**config.mk**
```make
export PLATFORM = sky130hd
export DESIGN_NAME = pcs_rx_decoder
export DESIGN_NICKNAME = d
export VERILOG_FILES = /design/src/rtl/pcs_rx_pkg.sv /design/src/rtl/pcs_rx_cg_decode.sv /design/src/rtl/pcs_rx_trail_pad.sv /design/src/rtl/pcs_rx_ctrl.sv /design/src/rtl/pcs_rx_decoder.sv
export SDC_FILE = /design/constraint.sdc
export NUM_CORES = 1
export LEC_CHECK = 0
export BUFFER_PORTS_ARGS = -buffer_cell sky130_fd_sc_hd__buf_4
export CAP_MARGIN = 20
export CORE_MARGIN = 1
export CORE_UTILIZATION = 47
export DETAILED_ROUTE_END_ITERATION = 10
export GPL_TIMING_DRIVEN = 0
export PLACE_DENSITY = 0.69
export SLEW_MARGIN = 20
export SYNTH_ARGS = -nofsm -noshare
export SYNTH_HDL_FRONTEND = slang
export SYNTH_HIERARCHICAL = 1
export SYNTH_SLANG_ARGS = --single-unit
```
**constraint.sdc**
```tcl
create_clock -name clk -period 0.8 [get_ports clk]
set_clock_uncertainty 0.1 [all_clocks]
set_input_delay 0.08 -clock clk [delete_from_list [all_inputs] [get_ports clk]]
set_output_delay 0.08 -clock clk [all_outputs]
set_load 0.02 [all_outputs]
```
**src/rtl/pcs_rx_pkg.sv**
```systemverilog
package pcs_rx_pkg;
  localparam int CG_W  = 5;
  localparam int NIB_W = 4;
  localparam int RES_W = 3;

  localparam logic [CG_W-1:0] CG_J    = 5'b11000;
  localparam logic [CG_W-1:0] CG_K    = 5'b10001;
  localparam logic [CG_W-1:0] CG_T    = 5'b01101;
  localparam logic [CG_W-1:0] CG_R    = 5'b00111;
  localparam logic [CG_W-1:0] CG_IDLE = 5'b11111;

  typedef enum logic [1:0] {
    ST_IDLE = 2'd0,
    ST_PRE2 = 2'd1,
    ST_DATA = 2'd2
  } rx_state_e;
endpackage

```
**src/rtl/pcs_rx_cg_decode.sv**
```systemverilog
module pcs_rx_cg_decode
  import pcs_rx_pkg::*;
(
  input  logic [CG_W-1:0]  cg_i,
  output logic [NIB_W-1:0] nib_o,
  output logic             ok_o
);
  always_comb begin
    ok_o  = 1'b1;
    nib_o = '0;
    case (cg_i)
      5'b11110: nib_o = 4'h0;
      5'b01001: nib_o = 4'h1;
      5'b10100: nib_o = 4'h2;
      5'b10101: nib_o = 4'h3;
      5'b01010: nib_o = 4'h4;
      5'b01011: nib_o = 4'h5;
      5'b01110: nib_o = 4'h6;
      5'b01111: nib_o = 4'h7;
      5'b10010: nib_o = 4'h8;
      5'b10011: nib_o = 4'h9;
      5'b10110: nib_o = 4'hA;
      5'b10111: nib_o = 4'hB;
      5'b11010: nib_o = 4'hC;
      5'b11011: nib_o = 4'hD;
      5'b11100: nib_o = 4'hE;
      5'b11101: nib_o = 4'hF;
      default:  ok_o  = 1'b0;
    endcase
  end
endmodule

```
**src/rtl/pcs_rx_trail_pad.sv**
```systemverilog
module pcs_rx_trail_pad
  import pcs_rx_pkg::*;
(
  input  logic [NIB_W-1:0] nib_i,
  input  logic [RES_W-1:0] res_i,
  output logic [NIB_W-1:0] nib_o,
  output logic             drop_o
);
  localparam logic [RES_W-1:0] RES_NIB = RES_W'(NIB_W);

  logic fill_en;
  assign fill_en = (res_i != '0) && (res_i <= RES_NIB);
  assign drop_o  = (res_i > RES_NIB);

  for (genvar b = 0; b < NIB_W; b++) begin : g_pad
    assign nib_o[b] = nib_i[b] | (fill_en && (RES_W'(b) >= res_i));
  end
endmodule

```
**src/rtl/pcs_rx_ctrl.sv**
```systemverilog
module pcs_rx_ctrl
  import pcs_rx_pkg::*;
#(
  parameter logic [NIB_W-1:0] PRE_NIB = 4'b0101,
  parameter logic [NIB_W-1:0] FC_NIB  = 4'b1110
) (
  input  logic             clk,
  input  logic             rst_n,
  input  logic [CG_W-1:0]  cg_i,
  input  logic [RES_W-1:0] res_i,
  output logic [CG_W-1:0]  hold_o,
  input  logic [NIB_W-1:0] hold_nib_i,
  input  logic             hold_ok_i,
  output logic [NIB_W-1:0] pad_in_o,
  input  logic [NIB_W-1:0] pad_nib_i,
  input  logic             pad_drop_i,
  output logic [NIB_W-1:0] rxd_o,
  output logic             dv_o,
  output logic             er_o
);
  rx_state_e        st_q, st_d;
  logic [CG_W-1:0]  hold_q;
  logic [NIB_W-1:0] rxd_q, rxd_d;
  logic             dv_q, dv_d, er_q, er_d;
  logic             in_k, in_t, in_idle, h_j;

  assign in_k    = (cg_i == CG_K);
  assign in_t    = (cg_i == CG_T);
  assign in_idle = (cg_i == CG_IDLE);
  assign h_j     = (hold_q == CG_J);
  assign hold_o  = hold_q;
  assign pad_in_o = hold_ok_i ? hold_nib_i : '0;

  always_comb begin
    st_d  = st_q;
    rxd_d = '0;
    dv_d  = 1'b0;
    er_d  = 1'b0;
    case (st_q)
      ST_IDLE: begin
        if (h_j) begin
          if (in_k) begin
            rxd_d = PRE_NIB;
            dv_d  = 1'b1;
            st_d  = ST_PRE2;
          end else begin
            rxd_d = FC_NIB;
            er_d  = 1'b1;
          end
        end
      end
      ST_PRE2: begin
        rxd_d = PRE_NIB;
        dv_d  = 1'b1;
        st_d  = (in_t || in_idle) ? ST_IDLE : ST_DATA;
      end
      ST_DATA: begin
        dv_d  = 1'b1;
        er_d  = ~hold_ok_i;
        rxd_d = pad_in_o;
        if (in_t) begin
          st_d = ST_IDLE;
          if (pad_drop_i) begin
            dv_d  = 1'b0;
            er_d  = 1'b0;
            rxd_d = '0;
          end else begin
            rxd_d = pad_nib_i;
          end
        end else if (in_idle) begin
          st_d = ST_IDLE;
        end
      end
      default: st_d = ST_IDLE;
    endcase
  end

  always_ff @(posedge clk or negedge rst_n) begin
    if (!rst_n) begin
      st_q   <= ST_IDLE;
      hold_q <= CG_IDLE;
      rxd_q  <= '0;
      dv_q   <= 1'b0;
      er_q   <= 1'b0;
    end else begin
      st_q   <= st_d;
      hold_q <= cg_i;
      rxd_q  <= rxd_d;
      dv_q   <= dv_d;
      er_q   <= er_d;
    end
  end

  assign rxd_o = rxd_q;
  assign dv_o  = dv_q;
  assign er_o  = er_q;


  idle_zero_chk: assert property (@(posedge clk) disable iff (!rst_n)
    (!dv_q && !er_q) |-> (rxd_q == '0));

  pre_rise_chk: assert property (@(posedge clk) disable iff (!rst_n)
    $rose(dv_q) |-> (rxd_q == PRE_NIB));

  pre_pair_chk: assert property (@(posedge clk) disable iff (!rst_n)
    $rose(dv_q) |=> (dv_q && rxd_q == PRE_NIB));

  fc_code_chk: assert property (@(posedge clk) disable iff (!rst_n)
    (er_q && !dv_q) |-> (rxd_q == FC_NIB));

  bad_cg_chk: assert property (@(posedge clk) disable iff (!rst_n)
    (st_q == ST_DATA && !hold_ok_i && !(in_t && res_i > 3'd4)) |=> (er_q && dv_q));

  pad_top_chk: assert property (@(posedge clk) disable iff (!rst_n)
    (st_q == ST_DATA && in_t && res_i >= 3'd1 && res_i <= 3'd3) |=> (dv_q && rxd_q[NIB_W-1]));

  drop_slot_chk: assert property (@(posedge clk) disable iff (!rst_n)
    (st_q == ST_DATA && in_t && res_i > 3'd4) |=> !dv_q);

  end_fall_chk: assert property (@(posedge clk) disable iff (!rst_n)
    (st_q == ST_DATA && (in_t || in_idle)) |=> ##1 !dv_q);
endmodule

```
**src/rtl/pcs_rx_decoder.sv**
```systemverilog
module pcs_rx_decoder
  import pcs_rx_pkg::*;
#(
  parameter logic [3:0] PRE_NIB = 4'b0101,
  parameter logic [3:0] FC_NIB  = 4'b1110,
  parameter int         SYNC_STAGES = 2
) (
  input  logic       clk,
  input  logic       rst_n,
  input  logic [4:0] cg_in,
  input  logic [2:0] res_bits,
  output logic [3:0] rxd,
  output logic       rx_dv,
  output logic       rx_er
);
  logic [SYNC_STAGES-1:0] sync_q;
  logic                   rst_int_n;

  always_ff @(posedge clk or negedge rst_n) begin
    if (!rst_n) sync_q <= '0;
    else        sync_q <= {sync_q[SYNC_STAGES-2:0], 1'b1};
  end
  assign rst_int_n = sync_q[SYNC_STAGES-1];

  logic [CG_W-1:0]  hold_cg;
  logic [NIB_W-1:0] hold_nib, pad_in, pad_nib;
  logic             hold_ok, pad_drop;

  pcs_rx_cg_decode i_dec (
    .cg_i  (hold_cg),
    .nib_o (hold_nib),
    .ok_o  (hold_ok)
  );

  pcs_rx_trail_pad i_pad (
    .nib_i  (pad_in),
    .res_i  (res_bits),
    .nib_o  (pad_nib),
    .drop_o (pad_drop)
  );

  pcs_rx_ctrl #(.PRE_NIB(PRE_NIB), .FC_NIB(FC_NIB)) i_ctrl (
    .clk        (clk),
    .rst_n      (rst_int_n),
    .cg_i       (cg_in),
    .res_i      (res_bits),
    .hold_o     (hold_cg),
    .hold_nib_i (hold_nib),
    .hold_ok_i  (hold_ok),
    .pad_in_o   (pad_in),
    .pad_nib_i  (pad_nib),
    .pad_drop_i (pad_drop),
    .rxd_o      (rxd),
    .dv_o       (rx_dv),
    .er_o       (rx_er)
  );
endmodule

```
# --- After elaboration in Yosys (flattened, before gate mapping) ---
# Cells that the tools add are included.
op_classes:
  n_lt_le_gt_ge: 6
  n_eq_ne: 25
  mux: 24
  bitwise_logic: 5
  n_reduce_logical: 10
op_table:
  columns: ["op", "count"]
  rows:
  - ["5-bit equality test, second input constant", 14]
  - ["4-bit one-hot mux with 15 select lines", 1]
  - ["5-bit by 4-bit equality test with 1-bit output, second input constant", 6]
  - ["4-bit 2-to-1 mux", 5]
  - ["16-bit OR reduction", 1]
  - ["4-bit one-hot mux with 3 select lines", 1]
  - ["2-bit 2-to-1 mux", 5]
  - ["1-bit 2-to-1 mux", 9]
  - ["1-bit by 3-bit greater-or-equal comparator with 1-bit output, first input constant", 2]
  - ["2-bit by 3-bit greater-or-equal comparator with 1-bit output, first input constant", 2]
  - ["2-bit one-hot mux with 3 select lines", 1]
  - ["1-bit logical AND", 5]
  - ["2-bit by 1-bit inequality test with 1-bit output, second input constant", 2]
  - ["1-bit bitwise OR", 4]
  - ["3-bit greater-than comparator, second input constant", 1]
  - ["3-bit <= comparator, second input constant", 1]
  - ["3-bit by 1-bit inequality test with 1-bit output, second input constant", 1]
  - ["1-bit one-hot mux with 3 select lines", 1]
  - ["3-bit AND reduction", 1]
  - ["3-bit nonzero test", 1]
  - ["2-bit by 1-bit equality test with 1-bit output, second input constant", 1]
  - ["2-bit equality test, second input constant", 1]
  - ["2-bit zero test", 1]
  - ["1-bit one-hot mux with 2 select lines", 1]
  - ["2 further kinds", 2]
totals:
  regBits: 15
  output_inout_bits: 6

# --- Depth between registers and ports, before layout ---
# Gate-level depths: netlist of the first run.
logic_depth:
  ltp_word: 8
  mapped_depth: 9
  mapped_depth_nobuf: 8

# --- By module ---
# Netlist of the first run, hierarchy kept.
modules_own_cells:
  columns: ["module", "instances", "cells_per_inst", "area_each_um2"]
  rows:
  - ["pcs_rx_ctrl", 1, 53, 585.6]
  - ["pcs_rx_cg_decode", 1, 21, 121.4]
  - ["pcs_rx_decoder", 1, 3, 53.8]
  - ["pcs_rx_trail_pad", 1, 8, 51.3]

# --- Worst setup path after synthesis of the first run ---
# No wires, ideal clock.
synth_timing:
  path_type: "register -> register"
  from: "register i_ctrl.hold_q[1] (netlist: i_ctrl/hold_o[1])"
  to: "register i_ctrl.rxd_q[0] (netlist: i_ctrl/rxd_o[0])"
  setup_time_ns: 0.126
  arrival_time_ns: 1.457
  required_time_ns: 0.574
  setup_slack_ns: -0.884
  path_stages_with_launch: 8
  path_buffers: 1
  synth_period_minus_slack_ns: 1.684
  path_cell_list: "dfstp_2 -> buf_4 -> nand2_1 -> nor2_1 -> o22ai_1 -> and2_1 -> nor3b_1 -> a311o_1"
synth_via:
  elab_chain_len: 8
synth_rtl:
  columns: ["item", "line_no", "text"]
  rows:
  - ["from (decl)", "pcs_rx_ctrl.sv:22", "logic [CG_W-1:0] hold_q;"]
  - ["from (signal assigned)", "pcs_rx_ctrl.sv:87", "hold_q <= cg_i;"]
  - ["5-bit equality test or 5-bit by 4-bit equality test with 1-bit output (tied branches)", "pcs_rx_cg_decode.sv:11", "case (cg_i)"]
  - ["16-bit OR reduction (no source line) (*)", null, null]
  - ["1-bit 2-to-1 mux (*)", "pcs_rx_cg_decode.sv:11", null]
  - ["via hold_ok", "pcs_rx_decoder.sv:27", "logic hold_ok, pad_drop;"]
  - ["4-bit 2-to-1 mux (*)", "pcs_rx_ctrl.sv:32", "assign pad_in_o = hold_ok_i ? hold_nib_i : '0;"]
  - ["via pad_in[0]", "pcs_rx_decoder.sv:26", "logic [NIB_W-1:0] hold_nib, pad_in, pad_nib;"]
  - ["1-bit bitwise OR", "pcs_rx_trail_pad.sv:16", "assign nib_o[b] = nib_i[b] | (fill_en && (RES_W'(b) >= res_i));"]
  - ["4-bit 2-to-1 mux", "pcs_rx_ctrl.sv:63", "if (pad_drop_i) begin"]
  - ["4-bit 2-to-1 mux (*)", "pcs_rx_ctrl.sv:61", "if (in_t) begin"]
  - ["4-bit one-hot mux with 3 select lines (*)", "pcs_rx_ctrl.sv:39", "case (st_q)"]
  - ["via i_ctrl.rxd_d[0]", "pcs_rx_ctrl.sv:23", "logic [NIB_W-1:0] rxd_q, rxd_d;"]
  - ["to (signal assigned)", "pcs_rx_ctrl.sv:88", "rxd_q <= rxd_d;"]
  - ["to (decl)", "pcs_rx_ctrl.sv:23", null]
# The timed path passes the listed nets; every way through them passes the cells marked *.
# A chain may end at the register's enable or synchronous reset.

# --- Final worst setup path of the first run ---
layout_timing:
  from: "register i_ctrl.hold_q[2] (netlist: i_ctrl/hold_o[2])"
  to: "register i_ctrl.rxd_q[0] (netlist: i_ctrl/rxd_o[0])"
layout_lines:
  columns: ["item", "line_no"]
  rows:
  - ["5-bit equality test or 5-bit by 4-bit equality test with 1-bit output (tied branches)", "pcs_rx_cg_decode.sv:11"]
  - ["4-bit one-hot mux with 15 select lines (*)", "pcs_rx_cg_decode.sv:11"]
  - ["via hold_nib[0]", "pcs_rx_decoder.sv:26"]
  - ["4-bit 2-to-1 mux (*)", "pcs_rx_ctrl.sv:32"]
  - ["via pad_in[0]", "pcs_rx_decoder.sv:26"]
  - ["1-bit bitwise OR", "pcs_rx_trail_pad.sv:16"]
  - ["4-bit 2-to-1 mux", "pcs_rx_ctrl.sv:63"]
  - ["4-bit 2-to-1 mux (*)", "pcs_rx_ctrl.sv:61"]
  - ["4-bit one-hot mux with 3 select lines (*)", "pcs_rx_ctrl.sv:39"]
  - ["via i_ctrl.rxd_d[0]", "pcs_rx_ctrl.sv:23"]
# Marks and branches as above.

==> metrics.cfg, run 1 <==
[placed_design]
gp_congestion = 0.769
placed_area_um2 = 962
place_ws_ns = -0.965
dpl.hpwl_mm = 1.08
dp_cells = 116
port_buffers = 15

[routing]
routedWlPerCell_um = 14.2
first_pass_iters = 7
drtIter0Drc = 21
wl_mm = 1.93
remaining_drc_errors = 4
ant_nets = 0
vias_per_cell = 5.51
vias = 750

[finish]
syn_to_final_growth_pct = 49.9
nNetsFinal = 131
antenna_cells = 0
final_cell_area_um2 = 1220
drive_gt1_frac = 0.433
fin_cells = 136
nFillCells = 99

[synthesis]
synth_edf_count = 0
synth.area.top_cells = dfrtp_1 31%, dfstp_2 16%, nand2_1 4.6%, xnor2_1 4.3%, o311ai_0 3.2%
yosysUniqueCellTypes = 33
syn-instance-count = 85
syn_area_per_cell_um2 = 9.55
synth-seq-cells = 15
async_flop_share = 1.00
syn_area_um2 = 812
ys_warn_count = 6
synth.largest_area_cell = dfrtp_1
syn-num-nets = 95
synth_top_area_share = 0.308
synth_seq_area_share = 0.470
synthFlopType = dfrtp_1

[min_path]
hold_path_class = in -> async

[global_route]
grt_usage = 0.219
grt_overflow = 0
grt_pass1_vias = 718
grt_pass1_wl_mm = 2.97
grt_max_degree = 14
antenna_found_initial = 0

[critical_path]
slowest_stage = dfstp_2
path_cells = buf_4 > o21ai_4 > a31oi_2 > o21a_1 > and2_4 > nor3b_2 > a311o_1
crit_arrival_ns = 1.84
max_stage_delay_ns = 0.42
worst-setup-path-type = reg -> reg
critPathLaunchType = flop
cp-end-kind = flop
crit_family = compound AO/OA/AOI/OAI gates
path_buf_inv = 1
path_max_fanout = 7
required_ns = 0.86

[sta]
tightest_slew_ns = 0.547
timing.final.hold_violations = 0
setup_viol = 14
max_freq_mhz = 562
final_max_slew_viol_count = 0
slew-limit-headroom = 0.634
rsz0062_at_grt = true
period_share = 2.22
period_needed_ns = 1.78
fin_ws_ns = -0.979

[die]
design.core.area_um2 = 1560
start_util = 0.521
rows = 14
io_pins = 16
die_w_um = 43.6
die_area_um2 = 1900
dieHeight_um = 43.6

[cts]
clockRootBuffer = clkbuf_4
htreeDepth = 1
cts_inserted_buffers = 3
clkTransAtPathRegs_ns = 0.09
cts_sinks = 15
clock_latency_ns = 0.28
cts_tree = done
cts_buffer_depth = 2

[power_and_ir_drop]
p_leak_nw = 0.539
vdd_drop_max_mv = 1.16
p_per_area_nw_per_um2 = 1360

[status]
violations = DRC, setup timing
status = finished with violations

[flow_run]
cap_violations = 0

## per-layer routing
| layer | vias to the layer above | global-route usage | part of all wire |
|---|---|---|---|
| met1 | 365 | 0.247 | 0.44 |
| li1 | 367 | - | - |
| met3 | 0 | 0.0375 | 0.031 |
| met4 | 0 | 0.0938 | 0 |
| met2 | 18 | 0.400 | 0.53 |
| met5 | - | 0 | 0 |
## cells in the final DEF, fill, tap and decap left out, drive strengths merged, types with 2 or more instances in the layout
cell / instances
inv: 6
nand2b: 2
dfstp: 5
a21oi: 5
and2: 3
clkbuf: 4
xnor2: 4
nand2: 11
o21bai: 2
nor3b: 2
or2: 2
buf: 26
nand3: 4
nor2b: 2
dlygate4sd3: 6
xor2: 2
nor4b: 2
o311ai: 3
dfrtp: 10
nor2: 5
o21ai: 2
nor4: 2
## what timing repair did
action                     CTS  global route
setup endpoints to repair   14            14
hold endpoints to repair     8             0
hold buffers                 6             0
setup buffers                7             3
gates resized for setup     11            10
pin swaps                    6             1
## state kept, by name, indices dropped and copies added, names as in the netlist
name	cells
i_ctrl/rxd_o	4
i_ctrl/st_q	2
i_ctrl/dv_o	1
sync_q	2
i_ctrl/hold_o	5
i_ctrl/er_o	1
## where the power goes
| part | switching, W | internal [W] |
|---|---|---|
| Sequential | 0.0000474 | 0.000804 |
| Clock | 0.000235 | 0.000185 |
| Combinational | 0.000177 | 0.000208 |
| Total | 0.000459 | 0.00120 |
## worst register-to-register path: cells and delay by family (launching register included)
family                 cells  cell delay, ns
DFF                        1            0.42
buffers and inverters      1            0.15
AOI/OAI and AO/OA          4            0.71
and+or+nand+nor            2            0.29
## cell families after synthesis
logic type                after synthesis  synth area share
buffers and inverters                   8            0.0416
and+or+nand+nor                        37             0.260
other                                   1           0.00462
xor gates and xnor gates                6            0.0647
AOI/OAI and AO/OA                      18             0.159
DFF                                    15             0.470
## synth_stat cells (all sizes together) (3+ instances only)
cell type / count
a21oi: 5
and2: 3
dfrtp: 10
dfstp: 5
inv: 6
nand2: 11
nand3: 4
nor2: 5
o311ai: 3
xnor2: 4
## worst paths after layout
check	startpoint	end	slack [ns]	cells past startpoint
worst max-delay path	i_ctrl/hold_o[2]	i_ctrl/rxd_o[0]	-0.98	7
worst min-delay path	rst_n	sync_q[0]	0.05	2
worst max register to register	i_ctrl/hold_o[2]	i_ctrl/rxd_o[0]	-0.98	7
worst min register to register	sync_q[1]	i_ctrl/rxd_o[2]	0.11	0
max in group asynchronous	sync_q[1]	i_ctrl/st_q[0]	0.11	0
min in group clk	cg_in[4]	i_ctrl/st_q[1]	0.06	4
## area by class of cell
class                   count  area, um2  area share
well taps                  16       20.0      0.0164
flip-flops and latches     15        383       0.314
clock inverters             1       5.00     0.00411
inverters                   6       22.5      0.0185
clock buffers               3       22.5      0.0185
multi-input cells          62        467       0.383
plain buffers               2       15.0      0.0123
repair buffers             31        283       0.232
## stage by stage
stage | hold slack [ns] | power, W | utilization | TNS [ns]
2_1_floorplan | -0.316 | 0.00101 | - | -4.61
3_3_place_gp | -0.237 | 0.00111 | 0.617 | -5.51
3_5_place_dp | -0.237 | 0.00112 | 0.617 | -5.63
4_1_cts | 0.00437 | 0.00161 | 0.738 | -6.85
5_1_grt | 0.0408 | 0.00175 | 0.781 | -7.86
6_report | 0.0463 | 0.00166 | 0.781 | -7.09
No activity file was read; power rests on OpenSTA's default activity.
==> inputs of run 2 (changes only) <==
--- a/config.mk
+++ b/config.mk
@@ -7,5 +7,5 @@
 export LEC_CHECK = 0
 export BUFFER_PORTS_ARGS = -buffer_cell sky130_fd_sc_hd__buf_4
-export CAP_MARGIN = 20
+export CAP_MARGIN = 30
 export CORE_MARGIN = 1
 export CORE_UTILIZATION = 47
@@ -13,4 +13,5 @@
 export GPL_TIMING_DRIVEN = 0
 export PLACE_DENSITY = 0.69
+export SETUP_SLACK_MARGIN = 0.2
 export SLEW_MARGIN = 20
 export SYNTH_ARGS = -nofsm -noshare
==> constraint.sdc (replaced) <==
create_clock -name clk -period 0.8 [get_ports clk]
set_clock_uncertainty 0.1 [all_clocks]
set_input_delay 0.08 -clock clk [delete_from_list [all_inputs] [get_ports clk]]
set_output_delay 0.08 -clock clk [all_outputs]
set_load 0.005 [all_outputs]
==> metrics.cfg, run 2 (same netlist as run 1, synthesis figures left out) <==
[sta]
fin_ws_ns = -0.982
period_needed_ns = 1.78
setup_viol = 14
period_share = 2.23
rsz0062_at_grt = true
final_max_slew_viol_count = 0
slew-limit-headroom = 0.627
max_freq_mhz = 561
tightest_slew_ns = 0.557
timing.final.hold_violations = 6
hold_ws_ns = -0.185

[power_and_ir_drop]
clkPwrFrac = 0.259
vdd_drop_max_mv = 1.14
design_power_total_w = 0.00164
power_frac_comb = 0.220
p_per_area_nw_per_um2 = 1380
power.share.sequential = 0.521
p_switching_w = 0.000447
p_leak_nw = 0.525
internal_power_w = 0.00119
switching_share = 0.273

[critical_path]
required_ns = 0.87
r2r_cells = 6
worst-setup-path-type = reg -> reg
crit_arrival_ns = 1.85
cp-end-kind = flop
path_max_fanout = 7
critPathLaunchType = flop

[cts]
cts_tree = done
clock_latency_ns = 0.28
cts_inserted_buffers = 3
ctsHoldBuffers = 1
htreeDepth = 1
clockRootBuffer = clkbuf_4
cts_buffer_depth = 2
clkTransAtPathRegs_ns = 0.09
cts_sinks = 15

[routing]
vias = 716
first_pass_iters = 7
drtIter0Drc = 26
vias_per_cell = 5.51
wl_mm = 1.77
remaining_drc_errors = 4
routedWlPerCell_um = 13.6
ant_nets = 0

[global_route]
grt_max_degree = 14
met1_usage = 0.226
grt_util_met2 = 0.379
antenna_found_initial = 0
grt_pass1_wl_mm = 2.79
grt_use_met3 = 0.0375
grt_overflow = 0
grt.busiest_layer = met2
grt_usage = 0.205
grt_pass1_vias = 710

[placed_design]
place_ws_ns = -0.965
port_buffers = 15
placed_area_um2 = 962
dpl.hpwl_mm = 1.08
gp_congestion = 0.769

[die]
die_w_um = 43.6
io_pins = 16
start_util = 0.521
die_area_um2 = 1900
dieHeight_um = 43.6
design.core.area_um2 = 1560
rows = 14

[finish]
final_cell_mix = 16 x buf_4, 8 x dfrtp_1, 8 x buf_6
syn_to_final_growth_pct = 46.2
largest_register_ffs = 5
antenna_cells = 0
nNetsFinal = 125
drive_gt1_frac = 0.491
final_cell_area_um2 = 1190
layout_commonest_cell = buf_4

[min_path]
hold_path_class = in -> reg
min_path_cells = 1

[status]
status = finished with violations
violations = DRC, hold timing, setup timing

[flow_run]
cap_violations = 0

[run 2: cell types whose count changed in the layout (fill, tap and decap cells not counted), sizes merged]
| cell | change |
|---|---|
| buf | -1 |
| dlygate4sd3 | -5 |
[run 2: final timing paths]
check | to | slack (ns) | start
worst max-delay path | i_ctrl/rxd_o[0] | -0.98 | i_ctrl/hold_o[2]
worst min-delay path | i_ctrl/hold_o[3] | -0.18 | cg_in[3]
worst max register to register | i_ctrl/rxd_o[0] | -0.98 | i_ctrl/hold_o[2]
worst min register to register | i_ctrl/er_o | 0.04 | sync_q[1]
max in group asynchronous | i_ctrl/hold_o[0] | 0.28 | sync_q[1]
min in group asynchronous | sync_q[1] | 0.03 | rst_n
[run 2: final cells by class]
cell class	instances	area, um2
plain buffers	2	15.0
clock buffers	3	22.5
clock inverters	1	5.00
fillers	103	372
inverters	6	22.5
multi-input cells	62	489
flip-flops and latches	15	384
well taps	16	20.0
repair buffers	25	229
[run 2: metrics by stage]
step / instances / TNS [ns] / utilization
floorplan: 85 / -4.61 / -
global placement: 116 / -5.51 / 0.617
detailed placement: 116 / -5.63 / 0.617
CTS: 128 / -6.76 / 0.705
global route: 130 / -7.55 / 0.762
finish: 130 / -6.87 / 0.762
[run 2: worst max-delay path, stage by stage, from the launching register on]
cell and delay (ns):
dfstp_2 0.62, nand2_2 0.12, nor2_4 0.14, o22ai_4 0.10
and2_4 0.16, nor3b_2 0.14, a311o_1 0.28
[run 2: power by group through the flow]
stage	combinational [W]	sequential, W	clock [W]
5_1_grt	0.000390	0.000858	0.000478
3_5_place_dp	0.000238	0.000863	0
3_3_place_gp	0.000234	0.000862	0
2_1_floorplan	0.000142	0.000855	0
4_1_cts	0.000298	0.000848	0.000432
6_report	0.000360	0.000852	0.000424
[run 2: layer usage]
metal  wire [um]  vias up
li1            -      352
met4          16        0
met2         949       16
met5           0        -
met3          56        2
met1         746      346
[run 2: what timing repair did]
item	in CTS	in global routing
gates resized for setup	11	18
pin swaps	6	8
buffers inserted	7	2
endpoints found under the hold margin	8	6
setup endpoints to repair	27	27
